### config.mk
export PLATFORM = sky130hd
export DESIGN_NAME = sdr_colseq_top
export DESIGN_NICKNAME = d
export VERILOG_FILES = /design/src/rtl/colseq_pkg.sv /design/src/rtl/colseq_addr_gen.sv /design/src/rtl/colseq_ctrl.sv /design/src/rtl/colseq_lat_pipe.sv /design/src/rtl/sdr_colseq_top.sv
export SDC_FILE = /design/constraint.sdc
export NUM_CORES = 1
export LEC_CHECK = 0
export BUFFER_PORTS_ARGS = -buffer_cell sky130_fd_sc_hd__buf_4
export CORE_UTILIZATION = 60
export DETAILED_ROUTE_END_ITERATION = 7
export PLACE_DENSITY = 0.83
export SLEW_MARGIN = 10
export SYNTH_ARGS = -nofsm -noshare
export SYNTH_HDL_FRONTEND = slang
export SYNTH_HIERARCHICAL = 1
export SYNTH_SLANG_ARGS = --single-unit
### constraint.sdc
create_clock -name clk -period 4.87 [get_ports clk]
set_input_delay 0.2435 -clock clk [delete_from_list [all_inputs] [get_ports clk]]
set_output_delay 0.2435 -clock clk [all_outputs]
set_load 0.02 [all_outputs]
### src/rtl/colseq_pkg.sv
package colseq_pkg;

    typedef enum logic [1:0] {
        CS_IDLE  = 2'd0,
        CS_FIXED = 2'd1,
        CS_PAGE  = 2'd2
    } cs_state_e;

    localparam logic [2:0] BL_ONE   = 3'd0;
    localparam logic [2:0] BL_TWO   = 3'd1;
    localparam logic [2:0] BL_FOUR  = 3'd2;
    localparam logic [2:0] BL_EIGHT = 3'd3;
    localparam logic [2:0] BL_PAGE  = 3'd7;

    // Number of beats minus one for a fixed length code; page and
    // unused codes give zero.
    function automatic logic [3:0] beats_minus1(input logic [2:0] code);
        logic [3:0] r;
        case (code)
            BL_TWO:   r = 4'd1;
            BL_FOUR:  r = 4'd3;
            BL_EIGHT: r = 4'd7;
            default:  r = 4'd0;
        endcase
        return r;
    endfunction

endpackage

### src/rtl/colseq_addr_gen.sv
module colseq_addr_gen #(
    parameter int CW = 8
) (
    input  logic [CW-1:0] base,
    input  logic [CW-1:0] beat,
    input  logic          page,
    input  logic          ilv,
    input  logic [3:0]    span_m1,
    output logic [CW-1:0] addr
);

    logic [CW-1:0] low_mask;
    logic [CW-1:0] sum;
    logic [CW-1:0] mixed;

    assign low_mask = CW'(span_m1);
    assign sum      = base + beat;
    assign mixed    = base ^ beat;

    generate
        for (genvar b = 0; b < CW; b++) begin : g_bit
            always_comb begin
                if (page) begin
                    addr[b] = sum[b];
                end else if (!low_mask[b]) begin
                    addr[b] = base[b];
                end else if (ilv) begin
                    addr[b] = mixed[b];
                end else begin
                    addr[b] = sum[b];
                end
            end
        end
    endgenerate

endmodule

### src/rtl/colseq_ctrl.sv
module colseq_ctrl
    import colseq_pkg::*;
#(
    parameter int CW = 8
) (
    input  logic          clk,
    input  logic          rst_n,
    input  logic          cmd_go,
    input  logic          cmd_rd,
    input  logic [CW-1:0] cmd_col,
    input  logic          cmd_stop,
    input  logic          cmd_pre,
    input  logic [2:0]    cfg_blen,
    input  logic          cfg_ilv,
    input  logic [CW-1:0] gen_addr,
    output logic [CW-1:0] base_q,
    output logic [CW-1:0] beat_q,
    output logic          page_q,
    output logic          ilv_q,
    output logic [3:0]    span_q,
    output logic [CW-1:0] col_addr,
    output logic          col_vld,
    output logic          col_rd
);

    cs_state_e     state_q, state_d;
    logic [CW-1:0] base_d, beat_d;
    logic [2:0]    code_q, code_d;
    logic          ilv_d;
    logic          rd_q, rd_d;
    logic          halt;
    logic [3:0]    new_span;
    logic [CW-1:0] blk_mask;

    assign halt     = cmd_stop | cmd_pre;
    assign new_span = beats_minus1(cfg_blen);
    assign span_q   = beats_minus1(code_q);
    assign page_q   = (code_q == BL_PAGE);
    assign blk_mask = CW'(span_q);

    // Next-state logic
    always_comb begin
        state_d = state_q;
        base_d  = base_q;
        beat_d  = beat_q;
        code_d  = code_q;
        ilv_d   = ilv_q;
        rd_d    = rd_q;
        if (cmd_go) begin
            base_d = cmd_col;
            beat_d = CW'(1);
            code_d = cfg_blen;
            ilv_d  = cfg_ilv;
            rd_d   = cmd_rd;
            if (cfg_blen == BL_PAGE) begin
                state_d = CS_PAGE;
            end else if (new_span == 4'd0) begin
                state_d = CS_IDLE;
            end else begin
                state_d = CS_FIXED;
            end
        end else begin
            unique case (state_q)
                CS_IDLE: begin
                    state_d = CS_IDLE;
                end
                CS_FIXED: begin
                    beat_d = beat_q + CW'(1);
                    if (halt || (beat_q == blk_mask)) begin
                        state_d = CS_IDLE;
                    end
                end
                CS_PAGE: begin
                    beat_d = beat_q + CW'(1);
                    if (halt) begin
                        state_d = CS_IDLE;
                    end
                end
                default: begin
                    state_d = CS_IDLE;
                end
            endcase
        end
    end

    // State register
    always_ff @(posedge clk) begin
        if (!rst_n) begin
            state_q <= CS_IDLE;
            base_q  <= '0;
            beat_q  <= '0;
            code_q  <= BL_ONE;
            ilv_q   <= 1'b0;
            rd_q    <= 1'b0;
        end else begin
            state_q <= state_d;
            base_q  <= base_d;
            beat_q  <= beat_d;
            code_q  <= code_d;
            ilv_q   <= ilv_d;
            rd_q    <= rd_d;
        end
    end

    // Outputs
    always_comb begin
        col_addr = '0;
        col_vld  = 1'b0;
        col_rd   = 1'b0;
        if (cmd_go) begin
            col_addr = cmd_col;
            col_vld  = 1'b1;
            col_rd   = cmd_rd;
        end else if (state_q != CS_IDLE) begin
            col_addr = gen_addr;
            col_vld  = 1'b1;
            col_rd   = rd_q;
        end
    end


    single_beat_chk: assert property (@(posedge clk) disable iff (!rst_n)
        (cmd_go && (cfg_blen != BL_PAGE) && (new_span == 4'd0)) |=> (state_q == CS_IDLE));


    halt_clears_chk: assert property (@(posedge clk) disable iff (!rst_n)
        (!cmd_go && (cmd_stop || cmd_pre)) |=> (state_q == CS_IDLE));


    page_step_chk: assert property (@(posedge clk) disable iff (!rst_n)
        (!cmd_go && (state_q == CS_PAGE)) |-> (col_addr == $past(col_addr) + CW'(1)));


    block_stay_chk: assert property (@(posedge clk) disable iff (!rst_n)
        (!cmd_go && (state_q == CS_FIXED))
            |-> ((col_addr & ~blk_mask) == ($past(col_addr) & ~blk_mask)));

endmodule

### src/rtl/colseq_lat_pipe.sv
module colseq_lat_pipe #(
    parameter int CW     = 8,
    parameter int MAX_CL = 3
) (
    input  logic          clk,
    input  logic          rst_n,
    input  logic          in_vld,
    input  logic [CW-1:0] in_tag,
    input  logic [1:0]    cl_sel,
    output logic          out_vld,
    output logic [CW-1:0] out_tag
);

    localparam int IW = (MAX_CL > 1) ? $clog2(MAX_CL) : 1;

    logic [MAX_CL-1:0]         vld_q;
    logic [MAX_CL-1:0][CW-1:0] tag_q;
    logic [1:0]                cl_eff;
    logic [IW-1:0]             idx;

    always_comb begin
        cl_eff = (cl_sel == 2'd0) ? 2'd1 : cl_sel;
        if (int'(cl_eff) > MAX_CL) begin
            cl_eff = 2'(MAX_CL);
        end
        idx = IW'(cl_eff - 2'd1);
    end

    generate
        if (MAX_CL == 1) begin : g_single
            always_ff @(posedge clk) begin
                if (!rst_n) begin
                    vld_q <= '0;
                    tag_q <= '0;
                end else begin
                    vld_q[0] <= in_vld;
                    tag_q[0] <= in_tag;
                end
            end
        end else begin : g_shift
            always_ff @(posedge clk) begin
                if (!rst_n) begin
                    vld_q <= '0;
                    tag_q <= '0;
                end else begin
                    vld_q <= {vld_q[MAX_CL-2:0], in_vld};
                    tag_q <= {tag_q[MAX_CL-2:0], in_tag};
                end
            end
        end
    endgenerate

    assign out_vld = vld_q[idx];
    assign out_tag = tag_q[idx];


    lat_one_chk: assert property (@(posedge clk) disable iff (!rst_n)
        ($past(rst_n) && (cl_eff == 2'd1))
            |-> ((out_vld == $past(in_vld)) && (!out_vld || (out_tag == $past(in_tag)))));


    lat_three_chk: assert property (@(posedge clk) disable iff (!rst_n)
        ($past(rst_n) && $past(rst_n, 2) && $past(rst_n, 3) && (cl_eff == 2'd3))
            |-> (out_vld == $past(in_vld, 3)));

endmodule

### src/rtl/sdr_colseq_top.sv
module sdr_colseq_top #(
    parameter int CW     = 8,
    parameter int MAX_CL = 3
) (
    input  logic          clk,
    input  logic          rst_n,
    input  logic [2:0]    cfg_blen,
    input  logic          cfg_ilv,
    input  logic [1:0]    cfg_cl,
    input  logic          cmd_go,
    input  logic          cmd_rd,
    input  logic [CW-1:0] cmd_col,
    input  logic          cmd_stop,
    input  logic          cmd_pre,
    output logic [CW-1:0] col_addr,
    output logic          col_vld,
    output logic          col_rd,
    output logic          rd_vld,
    output logic [CW-1:0] rd_tag
);

    logic [CW-1:0] base_q;
    logic [CW-1:0] beat_q;
    logic          page_q;
    logic          ilv_q;
    logic [3:0]    span_q;
    logic [CW-1:0] gen_addr;

    colseq_ctrl #(.CW(CW)) ctrl_i (
        .clk      (clk),
        .rst_n    (rst_n),
        .cmd_go   (cmd_go),
        .cmd_rd   (cmd_rd),
        .cmd_col  (cmd_col),
        .cmd_stop (cmd_stop),
        .cmd_pre  (cmd_pre),
        .cfg_blen (cfg_blen),
        .cfg_ilv  (cfg_ilv),
        .gen_addr (gen_addr),
        .base_q   (base_q),
        .beat_q   (beat_q),
        .page_q   (page_q),
        .ilv_q    (ilv_q),
        .span_q   (span_q),
        .col_addr (col_addr),
        .col_vld  (col_vld),
        .col_rd   (col_rd)
    );

    colseq_addr_gen #(.CW(CW)) addr_i (
        .base    (base_q),
        .beat    (beat_q),
        .page    (page_q),
        .ilv     (ilv_q),
        .span_m1 (span_q),
        .addr    (gen_addr)
    );

    colseq_lat_pipe #(.CW(CW), .MAX_CL(MAX_CL)) pipe_i (
        .clk     (clk),
        .rst_n   (rst_n),
        .in_vld  (col_vld & col_rd),
        .in_tag  (col_addr),
        .cl_sel  (cfg_cl),
        .out_vld (rd_vld),
        .out_tag (rd_tag)
    );


    go_same_cycle_chk: assert property (@(posedge clk) disable iff (!rst_n)
        cmd_go |-> (col_vld && (col_addr == cmd_col) && (col_rd == cmd_rd)));

endmodule

Yosys cells after proc, flatten, opt, wreduce, memory -nomap -nowiden

Index checks and enable logic that the tools add are counted.

Output and inout bits: 19
Input bits: 20
Register bits after elaboration: 50

Reductions and logical operators: 8
Bitwise operators: 4
Magnitude comparators: 1
Muxes and demuxes: 37
$add $sub $neg: 3
Eq/ne operators: 13

Operators with widths:

| kind                                                   | number |
|---|---|
| two-way mux 1 bit                                      | 24 |
| two-way mux 8 bit                                      | 3 |
| case mux 3 bit (3 select lines)                        | 2 |
| binary-select mux 8 bit (select 2 bit)                 | 1 |
| == test 3 x 2 -> 1 bit (second input constant)         | 4 |
| two-way mux 2 bit                                      | 5 |
| adder 8 x 1 -> 8 bit (second input constant)           | 1 |
| adder 8 bit                                            | 1 |
| == test 8 x 3 -> 1 bit                                 | 1 |
| == test 3 x 1 -> 1 bit (second input constant)         | 2 |
| == test 3 bit (second input constant)                  | 2 |
| inequality test 3 x 2 -> 1 bit (second input constant) | 2 |
| logical NOT 4 bit                                      | 1 |
| case mux 2 bit (2 select lines)                        | 1 |
| nonzero test 2 bit                                     | 2 |
| OR reduction 2 bit                                     | 2 |
| XOR 4 bit                                              | 1 |
| < comparator 2 x 3 -> 1 bit (second input constant)    | 1 |
| binary-select mux 1 bit (select 2 bit)                 | 1 |
| == test 2 x 1 -> 1 bit (second input constant)         | 1 |
| == test 2 bit (second input constant)                  | 1 |
| logical NOT 2 bit                                      | 1 |
| AND reduction 2 bit                                    | 1 |
| subtractor 2 x 1 -> 2 bit (second input constant)      | 1 |
| other kinds (4)                                        | 4 |

Longest topological paths before layout

Gate-level depths: netlist of run 1.

Depth after elaboration: 7
Mapped depth: 9
Mapped depth without buffers: 9

Cells and area by module

The synthesis of run 1 kept the hierarchy.

By module, submodules not included:

| module          | times used | cells an instance | area each (µm²) |
|---|---|---|---|
| colseq_ctrl     | 1          | 122               | 1208.7 |
| colseq_lat_pipe | 1          | 86                | 918.4 |
| colseq_addr_gen | 1          | 77                | 550.5 |
| sdr_colseq_top  | 1          | 1                 | 6.3 |

Worst setup path before layout of run 1

Ideal clock, no wire load.

Kind: reg-to-output
Start: reg ctrl_i.beat_q[0]
End: out col_addr[6]
Buffers on the path: 0
Cell stages (with the launch flop): 9
Required time: 4.627 ns
Slack: 2.627 ns
Arrival: 2.000 ns
Path through: dfxtp_1 > ha_1 > inv_1 > fa_1 > nor2b_4 > o211ai_2 > a2111o_1 > o211ai_2 > a22o_1

Word-level cells in the longest chain between the ends: 4

Ends and longest elaborated chain:

| item                   | RTL line              | source |
|---|---|---|
| start, declared        | colseq_ctrl.sv:17     | `output logic [CW-1:0] beat_q,` |
| start signal, assigned | colseq_ctrl.sv:98     | `beat_q <= beat_d;` |
| adder 8 bit            | colseq_addr_gen.sv:17 | `assign sum = base + beat;` |
| two-way mux 1 bit      | colseq_addr_gen.sv:23 | `if (page) begin` |
| net gen_addr[6]        | sdr_colseq_top.sv:27  | `logic [CW-1:0] gen_addr;` |
| two-way mux 8 bit      | colseq_ctrl.sv:114    | `end else if (state_q != CS_IDLE) begin` |
| two-way mux 8 bit      | colseq_ctrl.sv:110    | `if (cmd_go) begin` |
| end, declared          | sdr_colseq_top.sv:15  | `output logic [CW-1:0] col_addr,` |

The timed path passes the listed nets, and every way through them passes these cells.

Worst setup path after layout of run 1

Same ends and word-level chain as after synthesis.

==> summary.txt, run 1 <==
Power
  • Pint: 599 uW
  • Pwr/cell area: 269 nW/um^2
  • P_leak: 1.34 nW
  • Sequential fraction of design power: 53.3%
  • Switching portion of total power: 26.3%
  • Peak supply drop: 0.153 mV
  • Clock share of power: 30.8%
  • Combinational share of power: 15.8%
  • NetSw: 214 uW
  • Total chip power: 813 uW

STA
  • RSZ-0062 raised after global routing: false
  • Setup TNS: 0 ns
  • Period minus WS final: 2.78 ns
  • Clock Skew: 0.00578 ns
  • Final hold slack: 0.156 ns
  • Fmax: 360 MHz
  • Final Hold Fails: 0
  • Slew Viols, Final: 0
  • Final setup vio count: 0
  • Crit share post-route: 57.0%
  • Final worst slack: 2.09 ns

Yosys
  • Post-Syn Area: 2680 um^2
  • Net Count, Synth: 318
  • Commonest cells in the netlist: dfxtp_1, and2_1, mux2i_1
  • Synthesized instance count: 286
  • Synth Flop Type: dfxtp_1
  • Syn Area/Cell: 9.38 um^2
  • Post-synth EDFFs: 0
  • Most area-consuming cells after synthesis: dfxtp_1, mux2i_1, and2_1, ha_1, a21oi_1
  • Post-synth ARST share: 0%
  • Yosys reg bits: 50
  • Post-synth top area cell: dfxtp_1
  • Synth top area share: 37.3%
  • Synth warn: 6
  • Post-synth cell types: 56
  • Sequential area share after synthesis: 37.3%
  • Most numerous cell in the Yosys netlist: dfxtp_1

Critical path
  • Critical Path Source Type: flop
  • Critical Path RT: 4.63 ns
  • CP Max Fanout: 5
  • Critical path arrival: 2.53 ns
  • WS Path Type: flop to output pin
  • Worst setup EP type: output pin

Placement
  • Placed Area: 2930 um^2
  • HPWL after DPL: 3660 um
  • Placed insts: 360
  • Pre-CTS setup slack: 2.45 ns
  • Gp weighted congestion: 0.852
  • Port-buffer cells: 38

Finish
  • Area grow syn2layout: 12.8%
  • Share of layout cells above drive strength 1: 18.9%
  • # fillers: 342
  • Footprint of the multi-input gates: 1540 um^2
  • Util after Layout: 73.0%
  • FF/Latch Area: 1000 um^2
  • # diodes: 0
  • Post-Layout Cell Count: 368
  • Final #Nets: 349
  • Final Cell Area: 3030 um^2

CTS
  • Post_cts resized: 0
  • CTS buffer count: 5
  • CTS tree: built
  • Setup Fix Bufs, Post-CTS: 0
  • Clk slew on worst S/H paths: 0.09 ns
  • Hold buffers post-CTS: 0
  • Skew-Pair Late Insertion Delay: 0.30 ns
  • Htree depth: 2
  • Clock buffer depth: 2
  • Sink Count: 50
  • CTS root buf: clkbuf_8

Floorplan
  • Placement Rows: 23
  • Starting Density: 64.8%
  • Core ar.: 4140 um^2
  • Die Wd: 68.9 um
  • Die Area: 4740 um^2
  • # IOs: 39
  • Die H: 68.9 um

Routing
  • WL final: 5040 um
  • Antenna-violating nets left: 0
  • Avg WL per Cell: 13.7 um
  • Vias/cell: 5.64
  • Pre-Repair DR Iteration Count: 5
  • Vias: 2077
  • # DRC: 0
  • Number of DRC markers in iteration 0: 86

GRT
  • Number of global-route vias before repair: 1754
  • GR Util All Layers: 22.3%
  • Largest net degree at the start of global routing: 45
  • GRT overflow: 0
  • First-pass GRT wire length: 7820 um
  • Initial antenna violation count: 0

Min path
  • Hold Path Class: input port to flop

Status
  • Outcome: finished, final reports clean

Run
  • Max-Cap Viols: 0
logic make-up after synthesis:
group,share of synthesized area (%)
and+or+nand+nor,23.0
AOI/OAI and AO/OA,16.7
DFF,37.3
xor gates and xnor gates,2.61
other,0.140
muxes,9.00
buffers and inverters,5.41
adders and majority gates,5.87
cell type report:
| class | count | area share [%] |
|---|---|---|
| Multi-Input combinational cell | 210 | 50.8 |
| Clock inverter | 2 | 0.413 |
| Clock buffer | 6 | 2.73 |
| Sequential cell | 50 | 33.1 |
| Tap cell | 50 | 2.07 |
| Inverter | 12 | 1.49 |
| Timing Repair Buffer | 38 | 9.43 |
sequential cells by signal, summed over array words and instances (netlist names):
name	cells
ctrl_i/base_q	8
ctrl_i/rd_q	1
pipe_i/vld_q	3
ctrl_i/ilv_q	1
ctrl_i/code_q	3
ctrl_i/beat_q	8
pipe_i/tag_q	24
ctrl_i/state_q	2
power groups by stage:
stage / Clock [mW] / Combinational, mW / Sequential (mW)
after CTS: 0.260 / 0.129 / 0.434
final: 0.251 / 0.129 / 0.434
after global routing: 0.272 / 0.141 / 0.436
after global placement: 0 / 0.126 / 0.442
after floorplan: 0 / 0.0913 / 0.440
after detailed placement: 0 / 0.129 / 0.443
cells in the final DEF (no fill, tap or decap), types with 9 or more instances in the layout:
master	n
dfxtp_1	50
buf_4	38
and2_1	28
mux2i_1	23
a21oi_1	22
nor2_1	21
nor2b_1	15
inv_1	12
nand2_1	11
ha_1	11
a22o_1	9
final timing paths:
kind	to	cells past startpoint	slack, ns	start
max reg2reg	pipe_i/tag_q[6]$_SDFF_PN0_	9	2.61	ctrl_i/beat_q[0]$_SDFFE_PN0P_
max	col_addr[6]	9	2.09	ctrl_i/beat_q[0]$_SDFFE_PN0P_
min reg2reg	pipe_i/tag_q[19]$_SDFF_PN0_	1	0.46	pipe_i/tag_q[11]$_SDFF_PN0_
min	ctrl_i/state_q[0]$_SDFFE_PN0P_	2	0.16	cfg_blen[2]
layer usage:
layer | part of all wire, % | vias to the layer above | track usage, %
met5 | 0 | - | 0
met4 | 1.2 | 0 | 6.89
met3 | 3.7 | 6 | 4.61
met2 | 49 | 47 | 39.7
met1 | 47 | 967 | 26.7
li1 | - | 1057 | -
worst max-delay path, cell delays in order, from the launching register on:
cell      delay [ns]
dfxtp_1         0.46
ha_1            0.24
inv_1           0.06
fa_1            0.43
nor2b_4         0.16
o211ai_2        0.10
a2111o_1        0.39
o211ai_2        0.08
a22o_1          0.17
buf_4           0.14
(Power assumes the default switching activity.)
==> run 2, diff against run 1 <==
- CORE_UTILIZATION: 60 -> 51
- PLACE_DENSITY: 0.83 -> 0.75
- clock period: 4.87 -> 2.55 ns (I/O delays scaled with it)
==> summary.txt, run 2 (same netlist as run 1, synthesis figures left out) <==
Status
  • Outcome: finished, final reports clean

GRT
  • Largest net degree at the start of global routing: 45
  • Number of global-route vias before repair: 1942
  • GRT overflow: 0
  • GR Util All Layers: 20.3%
  • Initial antenna violation count: 0
  • First-pass GRT wire length: 8650 um

CTS
  • Sink Count: 50
  • Clock buffer depth: 2
  • Setup Fix Bufs, Post-CTS: 0
  • CTS buffer count: 5
  • Clk slew on worst S/H paths: 0.09 ns
  • CTS root buf: clkbuf_8
  • Htree depth: 2
  • CTS tree: built
  • Skew-Pair Late Insertion Delay: 0.30 ns

Critical path
  • Max incr delay on CP: 0.40 ns
  • Worst setup EP type: output pin
  • CP Max Fanout: 5
  • Slowest-stage cell, CP: a2111o_1
  • CP dominant cell by count: o211ai_2
  • Crit-path cells: ha_2 -> inv_1 -> fa_2 -> nor2b_4 -> o211ai_2 -> a2111o_1 -> o211ai_2 -> a22o_1 -> buf_4
  • Delay-heaviest family, CP: compound AO/OA/AOI/OAI gates
  • WP buf/inv: 2
  • Critical Path RT: 2.42 ns
  • Critical path arrival: 2.33 ns
  • WS Path Type: flop to output pin
  • Critical Path Source Type: flop

STA
  • Crit share post-route: 96.4%
  • Fmax: 407 MHz
  • Slew Viols, Final: 0
  • Clock Skew: 0.00490 ns
  • Final Hold Fails: 0
  • Final hold slack: 0.0335 ns
  • RSZ-0062 raised after global routing: true
  • Final setup vio count: 0
  • Period minus WS final: 2.46 ns

Min path
  • Hold Path Class: input port to flop

Routing
  • Avg WL per Cell: 13.2 um
  • Number of DRC markers in iteration 0: 70
  • # DRC: 0
  • Pre-Repair DR Iteration Count: 4
  • WL met1: 2400 um
  • Met2 WL: 2420 um
  • Antenna-violating nets left: 0
  • Met3 wire length: 248 um
  • Top Metal Used: met4
  • WL final: 5120 um
  • Vias/cell: 5.36
  • Vias: 2080

Floorplan
  • Starting Density: 52.9%
  • Placement Rows: 26
  • Core ar.: 5070 um^2
  • Die H: 74.5 um
  • Die Area: 5560 um^2
  • Die Wd: 74.5 um
  • # IOs: 39

Finish
  • Util after Layout: 60.4%
  • Share of layout cells above drive strength 1: 20.1%
  • Area grow syn2layout: 14.1%
  • Largest registers: pipe_i/tag_q (24), ctrl_i/base_q (8), ctrl_i/beat_q (8)
  • # fillers: 461
  • Commonest non-fill, non-tap cell in the layout: dfxtp_1
  • Largest Register: pipe_i/tag_q
  • # diodes: 0
  • Most frequent cells in the layout: dfxtp_1, buf_4, and2_1, mux2i_1, a21oi_1
  • Final #Nets: 349
  • Max reg flops: 24

Power
  • Peak supply drop: 0.275 mV
  • Total chip power: 1.55 mW
  • Pwr/cell area: 506 nW/um^2
  • P_leak: 1.34 nW

Placement
  • Port-buffer cells: 38
  • HPWL after DPL: 3710 um
  • Gp weighted congestion: 0.804

Run
  • Max-Cap Viols: 0
run 2: worst paths after layout:
kind | startpoint | endpoint | slack (ns) | cells after the start
setup / recovery | ctrl_i/beat_q[0]$_SDFFE_PN0P_ | col_addr[6] | 0.09 | 9
hold / removal | cfg_blen[2] | ctrl_i/state_q[0]$_SDFFE_PN0P_ | 0.03 | 2
setup reg to reg | ctrl_i/beat_q[0]$_SDFFE_PN0P_ | pipe_i/tag_q[6]$_SDFF_PN0_ | 0.50 | 9
hold reg to reg | pipe_i/tag_q[2]$_SDFF_PN0_ | pipe_i/tag_q[10]$_SDFF_PN0_ | 0.46 | 1
run 2: cell type report:
type | instances | area [um^2] | area share, %
multi-input combinational | 210 | 1550 | 50.4
sequential | 50 | 1000 | 32.8
timing repair buffer | 38 | 285 | 9.31
tap | 70 | 87.6 | 2.86
clock buffer | 6 | 82.6 | 2.70
inverter | 12 | 45.0 | 1.47
clock inverter | 2 | 12.5 | 0.408
run 2: metrics by stage:
stage	worst slack [ns]	instance area, um^2	TNS, ns	std cells
after floorplan	0.344	2680	0	286
final	0.0916	3060	0	388
after global routing	-0.0423	3060	-0.0423	388
after detailed placement	0.263	2960	0	380
after CTS	0.00492	3060	0	388
after global placement	0.319	2960	0	380
run 2: repair_timing:
action                     4_1_cts  5_1_grt
hold buffers                     0        0
setup endpoints to repair        1        3
resized for setup                2        4
run 2: power breakdown:
group / internal, mW / total (mW) / switching [mW]
registers: 0.808 / 0.828 / 0.0202
logic: 0.118 / 0.246 / 0.127
clock network: 0.218 / 0.476 / 0.258
total: 1.14 / 1.55 / 0.405
run 2: per-layer routing:
layer / track usage [%] / vias up
li1: - / 1065
met1: 25.0 / 959
met2: 34.9 / 50
met3: 4.74 / 6
met4: 6.92 / 0
met5: 0 / -
==> run 3, diff against run 2 <==
- BUFFER_PORTS_ARGS: -buffer_cell sky130_fd_sc_hd__buf_4 -> default
- CORE_UTILIZATION: 51 -> 57
- DONT_BUFFER_PORTS: default -> 1
==> summary.txt, run 3 (same netlist as run 1, synthesis figures left out) <==
Status
  • Outcome: finished with violations
  • Failing checks: DRC

Critical path
  • Critical Path Source Type: flop
  • Critical path arrival: 2.30 ns
  • Setup crit end: col_addr[6]
  • Worst reg2reg setup slack: 0.43 ns
  • WS Path Type: flop to output pin
  • Worst setup EP type: output pin
  • Critical Path RT: 2.42 ns
  • Setup crit start: ctrl_i/beat_q[0]$_SDFFE_PN0P_
  • CP Max Fanout: 5
  • RR Startpoint: ctrl_i/beat_q[1]$_SDFFE_PP0P_
  • Reg-to-Reg End: pipe_i/tag_q[3]$_SDFF_PN0_
  • Slowest-stage cell, CP: dfxtp_4
  • CP dominant cell by count: o211ai_2
  • Max incr delay on CP: 0.39 ns
  • Crit-path cells: ha_2 -> inv_1 -> fa_2 -> nor2b_4 -> o211ai_2 -> a2111o_1 -> o211ai_2 -> a22o_1 -> buf_4
  • Depth of the most critical reg-to-reg path: 7

Power
  • Peak supply drop: 0.266 mV
  • P_leak: 1.23 nW
  • Pwr/cell area: 538 nW/um^2

GRT
  • Initial antenna violation count: 0
  • Largest net degree at the start of global routing: 43
  • GR met3 Demand/Resource: 5.27%
  • Number of global-route vias before repair: 1931
  • Grt peak-use layer: met2
  • GR Layer Usage met1: 29.9%
  • First-pass GRT wire length: 9190 um
  • Met2 GRT Util: 38.2%
  • GR Util All Layers: 23.4%
  • GRT overflow: 0

Routing
  • Vias: 2017
  • Antenna-violating nets left: 0
  • Vias/cell: 5.80
  • Pre-Repair DR Iteration Count: 6
  • Number of DRC markers in iteration 0: 71
  • # DRC: 6
  • WL final: 5350 um
  • Avg WL per Cell: 15.4 um

CTS
  • Clock buffer depth: 2
  • Htree depth: 2
  • Sink Count: 50
  • Skew-Pair Late Insertion Delay: 0.30 ns
  • Setup Fix Bufs, Post-CTS: 0
  • CTS buffer count: 5
  • CTS tree: built
  • Clk slew on worst S/H paths: 0.08 ns
  • CTS root buf: clkbuf_8

STA
  • Fmax: 411 MHz
  • Clock Skew: 0.00446 ns
  • Crit share post-route: 95.3%
  • Final worst slack: 0.119 ns
  • Period minus WS final: 2.43 ns
  • Final setup vio count: 0
  • Slew Viols, Final: 0
  • Slew at the pin closest to its max-slew limit: 0.564 ns
  • Setup TNS: 0 ns
  • RSZ-0062 raised after global routing: false
  • Final Hold Fails: 0
  • Slew HR: 62.4%

Placement
  • Port-buffer cells: 0
  • Pre-CTS setup slack: 0.268 ns
  • Gp weighted congestion: 0.827
  • HPWL after DPL: 3590 um

Finish
  • Share of layout cells above drive strength 1: 8.78%
  • Final #Nets: 327
  • # diodes: 0
  • Largest Register: pipe_i/tag_q
  • Commonest non-fill, non-tap cell in the layout: dfxtp_1
  • Most frequent cells in the layout: dfxtp_1, and2_1, mux2i_1, a21oi_1, nor2_1
  • Util after Layout: 65.6%
  • Max reg flops: 24
  • Largest registers: pipe_i/tag_q (24), ctrl_i/base_q (8), ctrl_i/beat_q (8)
  • Area grow syn2layout: 8.58%

Floorplan
  • Die Area: 4990 um^2
  • Core ar.: 4440 um^2
  • # IOs: 39
  • Placement Rows: 24
  • Die H: 70.6 um
  • Starting Density: 60.4%
  • Die Wd: 70.6 um

Run
  • Max-Cap Viols: 0

Min path
  • Hold Path Class: input port to flop
[run 3: final cells by class]
class,instances,area [um^2]
Timing Repair Buffer,16,150
Clock inverter,1,30.0
Tap cell,52,65.1
Inverter,12,45.0
Sequential cell,50,1000
Clock buffer,7,76.3
Multi-Input combinational cell,210,1540
Fill cell,374,1530
[run 3: worst min-delay path by stage]
stage	startpoint	end	slack (ns)	cells past startpoint
4_1_cts	cmd_stop	ctrl_i/state_q[1]$_SDFFE_PN0P_	0.002	3
5_1_grt	cmd_go	ctrl_i/base_q[2]$_SDFFE_PN0P_	0.007	2
2_1_floorplan	cfg_blen[2]	ctrl_i/state_q[0]$_SDFFE_PN0P_	0.24	1
6_report	cmd_stop	ctrl_i/state_q[1]$_SDFFE_PN0P_	0.007	3
3_3_place_gp	cfg_blen[2]	ctrl_i/state_q[0]$_SDFFE_PN0P_	0.25	1
3_5_place_dp	rst_n	pipe_i/tag_q[2]$_SDFF_PN0_	0.26	1
[run 3: layer usage]
metal / vias up / share of wire (%)
li1: 1016 / -
met1: 950 / 45
met2: 39 / 47
met3: 12 / 5.1
met4: 0 / 2.9
met5: - / 0
[run 3: stage by stage]
stage	power [mW]	cell area (um^2)	instances	hold WS [ns]
6_report	1.57	2910	348	0.00669
5_1_grt	1.65	2910	348	0.00651
4_1_cts	1.59	2910	348	0.00178
3_5_place_dp	1.02	2660	326	0.257
3_3_place_gp	1.01	2660	326	0.248
2_1_floorplan	1.02	2680	286	0.242
[run 3: critical path, delay by kind of cell (launching register included)]
family	cells	cell delay (ns)
and+or+nand+nor	1	0.14
AOI/OAI and AO/OA	4	0.70
DFF	1	0.39
buffers and inverters	2	0.20
adders and majority gates	2	0.56
[run 3: repair_timing]
action,CTS,global route
endpoints found under the hold margin,43,0
hold buffers,14,0
resized for setup,1,3
setup endpoints to repair,1,1
[run 3: report_power, final]
group          switching [mW]  leakage [nW]  internal (mW)
Combinational           0.107         0.765         0.0930
Sequential             0.0210         0.409          0.808
Clock                   0.247        0.0524          0.294
